## config.mk

```make
export PLATFORM = sky130hd
export DESIGN_NAME = pclk_reprog_seq
export DESIGN_NICKNAME = d
export VERILOG_FILES = /design/src/rtl/pclk_seq_pkg.sv /design/src/rtl/pclk_settle_timer.sv /design/src/rtl/pclk_word_merge.sv /design/src/rtl/pclk_reprog_seq.sv
export SDC_FILE = /design/constraint.sdc
export NUM_CORES = 1
export LEC_CHECK = 0
export BUFFER_PORTS_ARGS = -buffer_cell sky130_fd_sc_hd__clkbuf_2
export CAP_MARGIN = 5
export CORE_MARGIN = 5
export CORE_UTILIZATION = 45
export CTS_BUF_LIST = sky130_fd_sc_hd__clkbuf_2 sky130_fd_sc_hd__clkbuf_4 sky130_fd_sc_hd__clkbuf_8
export DETAILED_ROUTE_END_ITERATION = 16
export PLACE_DENSITY = 0.7
export SYNTH_ARGS = -nofsm -noshare
export SYNTH_HDL_FRONTEND = slang
export SYNTH_SLANG_ARGS = --single-unit
```

## constraint.sdc

```tcl
create_clock -name clk -period 5 [get_ports clk]
set_input_delay 1 -clock clk [delete_from_list [all_inputs] [get_ports clk]]
set_output_delay 1 -clock clk [all_outputs]
set_load 0.02 [all_outputs]
```

## src/rtl/pclk_seq_pkg.sv

```systemverilog
package pclk_seq_pkg;

  localparam int unsigned RST_BIT  = 31;
  localparam int unsigned EN_BIT   = 11;
  localparam int unsigned BYP_BIT  = 8;
  localparam int unsigned CLR_BIT  = 5;

  typedef enum logic [3:0] {
    ST_IDLE,
    ST_READ,
    ST_WR_PARK,
    ST_WR_MERGE,
    ST_SETTLE,
    ST_WR_ENABLE,
    ST_WR_UNRESET,
    ST_WR_UNBYPASS,
    ST_FIN
  } seq_state_e;

endpackage

```

## src/rtl/pclk_settle_timer.sv

```systemverilog
module pclk_settle_timer #(
  parameter int unsigned CYCLES = 100000
) (
  input  logic clk,
  input  logic rst_n,
  input  logic load_i,
  input  logic run_i,
  output logic expired_o
);
  localparam int unsigned CNT_W = (CYCLES < 2) ? 1 : $clog2(CYCLES);

  logic [CNT_W-1:0] cnt_q, cnt_d;
  logic             cnt_en;

  always_comb begin
    cnt_en = 1'b0;
    cnt_d  = cnt_q;
    if (load_i) begin
      cnt_en = 1'b1;
      cnt_d  = CNT_W'(CYCLES - 1);
    end else if (run_i && (cnt_q != '0)) begin
      cnt_en = 1'b1;
      cnt_d  = cnt_q - 1'b1;
    end
  end

  always_ff @(posedge clk or negedge rst_n) begin
    if (!rst_n)      cnt_q <= '0;
    else if (cnt_en) cnt_q <= cnt_d;
  end

  assign expired_o = run_i && (cnt_q == '0);

endmodule

```

## src/rtl/pclk_word_merge.sv

```systemverilog
module pclk_word_merge
  import pclk_seq_pkg::*;
#(
  parameter int unsigned DATA_W = 32
) (
  input  seq_state_e        state_i,
  input  logic [DATA_W-1:0] rd_word_i,
  input  logic [DATA_W-1:0] cur_word_i,
  input  logic [DATA_W-1:0] cfg_word_i,
  output logic [DATA_W-1:0] nxt_word_o
);
  localparam logic [DATA_W-1:0] M_RST = DATA_W'(1) << RST_BIT;
  localparam logic [DATA_W-1:0] M_EN  = DATA_W'(1) << EN_BIT;
  localparam logic [DATA_W-1:0] M_BYP = DATA_W'(1) << BYP_BIT;
  localparam logic [DATA_W-1:0] M_CLR = DATA_W'(1) << CLR_BIT;
  localparam logic [DATA_W-1:0] M_CFG = ~(M_RST | M_EN | M_BYP | M_CLR);

  // The word produced here is the one written in the state being entered.
  always_comb begin
    unique case (state_i)
      ST_READ:       nxt_word_o = (rd_word_i & ~M_CLR) | M_RST | M_BYP;
      ST_WR_PARK:    nxt_word_o = cur_word_i | (cfg_word_i & M_CFG);
      ST_SETTLE:     nxt_word_o = cur_word_i | M_EN;
      ST_WR_ENABLE:  nxt_word_o = cur_word_i & ~M_RST;
      ST_WR_UNRESET: nxt_word_o = cur_word_i & ~M_BYP;
      default:       nxt_word_o = cur_word_i;
    endcase
  end

endmodule

```

## src/rtl/pclk_reprog_seq.sv

```systemverilog
module pclk_reprog_seq
  import pclk_seq_pkg::*;
#(
  parameter int unsigned DATA_W        = 32,
  parameter int unsigned SETTLE_CYCLES = 100000
) (
  input  logic              clk,
  input  logic              rst_n,
  input  logic              start_i,
  input  logic [DATA_W-1:0] cfg_word_i,
  output logic              bus_req_o,
  output logic              bus_we_o,
  output logic [DATA_W-1:0] bus_wdata_o,
  input  logic [DATA_W-1:0] bus_rdata_i,
  input  logic              bus_ack_i,
  output logic              busy_o,
  output logic              done_o
);

  seq_state_e        state_q, state_d;
  logic [DATA_W-1:0] cfg_q;
  logic [DATA_W-1:0] word_q, word_nxt;
  logic              accept, access, step, settle_done;

  assign access = (state_q == ST_READ)      || (state_q == ST_WR_PARK)   ||
                  (state_q == ST_WR_MERGE)  || (state_q == ST_WR_ENABLE) ||
                  (state_q == ST_WR_UNRESET)|| (state_q == ST_WR_UNBYPASS);
  assign accept = (state_q == ST_IDLE) && start_i;
  assign step   = (access && bus_ack_i) || settle_done;

  pclk_settle_timer #(.CYCLES(SETTLE_CYCLES)) u_timer (
    .clk       (clk),
    .rst_n     (rst_n),
    .load_i    ((state_q == ST_WR_MERGE) && bus_ack_i),
    .run_i     (state_q == ST_SETTLE),
    .expired_o (settle_done)
  );

  pclk_word_merge #(.DATA_W(DATA_W)) u_merge (
    .state_i    (state_q),
    .rd_word_i  (bus_rdata_i),
    .cur_word_i (word_q),
    .cfg_word_i (cfg_q),
    .nxt_word_o (word_nxt)
  );

  always_comb begin
    state_d = state_q;
    unique case (state_q)
      ST_IDLE:        if (start_i)     state_d = ST_READ;
      ST_READ:        if (bus_ack_i)   state_d = ST_WR_PARK;
      ST_WR_PARK:     if (bus_ack_i)   state_d = ST_WR_MERGE;
      ST_WR_MERGE:    if (bus_ack_i)   state_d = ST_SETTLE;
      ST_SETTLE:      if (settle_done) state_d = ST_WR_ENABLE;
      ST_WR_ENABLE:   if (bus_ack_i)   state_d = ST_WR_UNRESET;
      ST_WR_UNRESET:  if (bus_ack_i)   state_d = ST_WR_UNBYPASS;
      ST_WR_UNBYPASS: if (bus_ack_i)   state_d = ST_FIN;
      ST_FIN:                          state_d = ST_IDLE;
      default:                         state_d = ST_IDLE;
    endcase
  end

  always_ff @(posedge clk or negedge rst_n) begin
    if (!rst_n) state_q <= ST_IDLE;
    else        state_q <= state_d;
  end

  always_ff @(posedge clk or negedge rst_n) begin
    if (!rst_n)      cfg_q <= '0;
    else if (accept) cfg_q <= cfg_word_i;
  end

  always_ff @(posedge clk or negedge rst_n) begin
    if (!rst_n)    word_q <= '0;
    else if (step) word_q <= word_nxt;
  end

  assign bus_req_o   = access;
  assign bus_we_o    = access && (state_q != ST_READ);
  assign bus_wdata_o = word_q;
  assign busy_o      = (state_q != ST_IDLE);
  assign done_o      = (state_q == ST_FIN);

endmodule

```

* Yosys cells after proc, flatten, opt, wreduce, memory -nomap -nowiden
Cells that the tools add are included.
Storage, ports and cells: register bits 84, input bits 68, output and inout bits 36
Operators by class: add/subtract/negate cells 1, eq/ne operators 17, multiplexer cells 14, bitwise logic cells 4, reductions and logical operators 27
Operators by type and width (count):
- case mux 32 bit (5 select lines) | 1
- two-way mux 17 bit | 2
- two-way mux 4 bit | 8
- OR 32 x 31 -> 32 bit | 1
- case mux 4 bit (8 select lines) | 1
- zero test 17 bit | 1
- nonzero test 17 bit | 1
- subtractor 17 x 1 -> 17 bit (second input constant) | 1
- == test 4 x 3 -> 1 bit (second input constant) | 4
- inequality test 2 bit (second input constant) | 8
- AND reduction 4 bit | 3
- nonzero test 3 bit | 3
- == test 4 x 2 -> 1 bit (second input constant) | 2
- AND reduction 8 bit | 1
- logical AND 1 bit | 6
- logical OR 1 bit | 6
- AND reduction 5 bit | 1
- == test 4 x 1 -> 1 bit (second input constant) | 1
- == test 4 bit (second input constant) | 1
- zero test 4 bit | 1
- inequality test 4 x 1 -> 1 bit (second input constant) | 1
- nonzero test 2 bit | 2
- nonzero test 4 bit | 1
- inverter 1 bit | 3
- 2 further kinds | 3

* Longest topological paths before layout
depth after elaboration 9, gate-level depth with buffers 8, mapped depth without buffers 7

* By module
Synthesis repeated with hierarchy kept, for this count alone.
Unflattened totals: cell total of the unflattened synthesis 408, area, all modules 4494.3 µm²
Modules (own cells, without submodules):
- pclk_reprog_seq | times used 1, cells an instance 166, area each 2677.6 µm², seq. area each 1701.6 µm²
- pclk_settle_timer | times used 1, cells an instance 100, area each 949.7 µm², seq. area each 425.4 µm²
- pclk_word_merge | times used 1, cells an instance 142, area each 867.1 µm², seq. area each 0.0 µm²

* Worst setup path after synthesis
Ideal clock, no wire load.
path kind register -> output, start register state_q[1], end output done_o, arrival 1.495 ns, required time 4.000 ns, path slack 2.505 ns, stages on the path, launching flop included 4, buffers on the path 2, cell sequence dfrtp_1 > buf_2 > buf_1 > nor4b_1
On the way: longest elaborated chain between the ends 1
Ends and longest elaborated chain:
- from (decl) | line pclk_reprog_seq.sv:20 | seq_state_e state_q, state_d;
- from (signal assigned) | line pclk_reprog_seq.sv:65 | else state_q <= state_d;
- == test 4 bit | line pclk_reprog_seq.sv:82 | assign done_o = (state_q == ST_FIN);
- to (decl) | line pclk_reprog_seq.sv:17 | output logic done_o
Every way passes these cells.

* Worst setup path after layout
start register state_q[1], end output bus_req_o
On the way: longest elaborated chain between the ends 6, elaborated cells on any way between the ends 11, those cells by class eq/ne (6); reduce/logical (5)
Ends and longest elaborated chain:
- == test 4 x 1 -> 1 bit or == test 4 x 2 -> 1 bit (tied branches) | line pclk_reprog_seq.sv:25 | assign access = (state_q == ST_READ) || (state_q == ST_WR_PARK) ||
- logical OR 1 bit (2 in a row) | line pclk_reprog_seq.sv:25
- logical OR 1 bit (2 in a row) | line pclk_reprog_seq.sv:26 | (state_q == ST_WR_MERGE) || (state_q == ST_WR_ENABLE) ||
- logical OR 1 bit * | line pclk_reprog_seq.sv:27 | (state_q == ST_WR_UNRESET)|| (state_q == ST_WR_UNBYPASS);
- to (decl) | line pclk_reprog_seq.sv:11 | output logic bus_req_o,
Every way passes the cells marked *; elsewhere a longest branch is shown, timed or not.

==> reports/results.ini <==
[yosys]
synth_area_um2=3810
syn_area_per_cell_um2=10.3
yosys_register_bits=80
yosysWarningCount=0
synthCells=369
yosysSeqAreaShare_pct=52.5
synth_fp_nets=439
synthDistinctLibCells=41

[cts]
clockBufferDepth=2
clk_latency_ns=0.35
cts.reportedPaths.clkPinSlew_ns=0.08
numCtsBuffers=9
post_cts_buffers=0
clock_sinks=80
root_buffer=clkbuf_8
cts_htree_levels=3
cts_tree=built
cts_repair_resize_count=0
cts_hold_buf=0

[die]
row_count=33
start_util_pct=46.2
core_um2=8260
die-area_um2=10400
num_io_pins=104
die_x_um=102
die_h_um=102

[detailed_routing]
first_iter_violations=105
ant_nets=0
wl_per_cell_um=15.3
vias=2988
drc=0
routed_via_density=5.31
firstDrtPassIters=4
wl_um=8620

[final_layout]
drive_above_1_share_pct=28.6
mostFrequentLayoutCells=clkbuf_2 (94), dfrtp_1 (80), nand2_1 (51)
diodes=0
multi_input_area_um2=1700
area_growth_pct=19.3
nets=524
seq_area_um2=2000
fillers=743
layout_commonest_cell=clkbuf_2

[global_routing]
grt_pass1_wl_um=14900
grt_max_degree=81
overflow=0
antenna_found_initial=0
grt_usage_pct=18.1
grt_pass1_vias=3180

[sta]
maxSlewHeadroom_pct=27.4
hold_ws_ns=0.499
report.final.slew_viol_count=0
setup-tns-final_ns=0
period_share_pct=51.8
setup_viol=0
worst_pin_slew_ns=1.09
clock_skew_ns=0.0114
min_period_ns=2.59
fmax_mhz=386
hold_viol=0
rsz0062_at_grt=no

[critical_path]
crit_fanout=17
slowest_delay_ns=0.73
crit_type=register to output port
path_cells=nor2_1 -> nor2_1 -> clkbuf_2
cp-end-kind=output port
cpMaxStageDelayCell=dfrtp_1
cp_common_cell=nor2_1
worst_setup_path_start_kind=register
worst_ep_arrival_time_ns=1.59
crit_required_ns=4.00

[place]
io_buffers=95
gp_congestion=0.842
hpwl_um=5920

[power]
p_sw_share_pct=40.1
clockPowerShare_pct=17.9
seq_power_share_pct=40.7
ir_drop_mv=0.281
power.leakage_nw=2.07
internal_power_mw=1.73
p_sw_mw=1.16
p_comb_share_pct=41.4
power_density_nw_per_um2=636

[min_path]
hp-class=register to register

[outcome]
status=completed

[run]
maxCapViolations=0

==> power by group through the flow <==
stage          logic, mW  clock network (mW)  registers (mW)
5_1_grt             1.35               0.569            1.22
2_1_floorplan      0.814                   0            1.24
4_1_cts             1.22               0.532            1.18
3_3_place_gp        1.18                   0            1.17
6_report            1.20               0.519            1.18
3_5_place_dp        1.23                   0            1.18
==> area by class of cell <==
cell class / instances / area share (%)
multi-input combinational: 263 / 37.4
clock buffer: 10 / 2.89
clock inverter: 5 / 1.82
tap: 105 / 2.89
sequential: 80 / 44.0
timing repair buffer: 96 / 10.7
inverter: 4 / 0.330
==> cells in the mapped netlist (all sizes together) <==
library cell	count	area (µm²)
nor2b	4	25.0
o21ai	3	18.8
or4	2	15.0
nand2b	3	18.8
clkbuf	12	45.0
a211oi	1	7.51
a21o	2	15.0
nand2	51	191
nand3b	1	7.51
buf	10	53.8
nor2	51	191
nor3	8	45.0
dfrtp	80	2000
o211ai	2	15.0
and3	1	6.26
nor4b	3	41.3
and2b	1	7.51
mux2	28	315
inv	4	15.0
a2bb2oi	28	245
nand4	1	12.5
nor4	6	68.8
or3	2	12.5
and4b	1	10.0
o2111ai	2	17.5
conb	1	3.75
or2	1	6.26
mux2i	7	70.1
xnor2	5	43.8
a21oi	33	165
xor2	7	61.3
ha	2	25.0
nand3	6	35.0
==> per-layer routing <==
layer / vias up / global-route usage [%] / share of wire (%)
met3: 8 / 6.01 / 6.3
met2: 64 / 28.4 / 47
li1: 1454 / - / -
met1: 1462 / 23.8 / 46
met4: 0 / 5.75 / 1.1
met5: - / 0 / 0
==> worst paths after layout <==
kind                             from                end  slack [ns]  cells past startpoint
max                        state_q[1]          bus_req_o        2.41                      3
min                         cfg_q[30]          cfg_q[30]        0.50                      1
max reg2reg                state_q[1]          cfg_q[16]        2.64                      3
min reg2reg                 cfg_q[30]          cfg_q[30]        0.50                      1
max in group asynchronous       rst_n  u_timer.cnt_q[12]        3.52                      1
min in group asynchronous       rst_n    bus_wdata_o[11]        0.79                      1
==> metrics by stage <==
step	utilization [%]	setup slack (ns)	cell area [µm²]	total power, mW	cells
3_5_place_dp	52.5	2.11	4340	2.41	548
2_1_floorplan	-	2.51	3810	2.06	369
5_1_grt	55.1	2.28	4550	3.14	563
4_1_cts	55.1	2.42	4550	2.93	563
3_3_place_gp	52.5	2.13	4340	2.35	548
6_report	55.1	2.41	4550	2.89	563
==> critical path, delay by kind of cell, from the launching register on <==
family,cells,cell delay [ns]
and+or+nand+nor,2,0.35
buffers and inverters,1,0.18
DFF,1,0.73
==> logic make-up after synthesis <==
family | count (synthesis) | synth area share [%]
AND/OR/NAND/NOR | 142 | 18.2
flip-flops | 80 | 52.5
AO/OA/AOI/OAI | 71 | 12.7
multiplexers | 35 | 10.1
buffers and inverters | 26 | 2.99
XOR/XNOR | 12 | 2.76
adder cells (fa/ha/maj) | 2 | 0.656
other | 1 | 0.0983
==> sequential cells by signal (all words and copies together) (netlist names) <==
signal         cells
bus_wdata_o       31
state_q            4
cfg_q             28
u_timer.cnt_q     17
(Power assumes the default switching activity.)
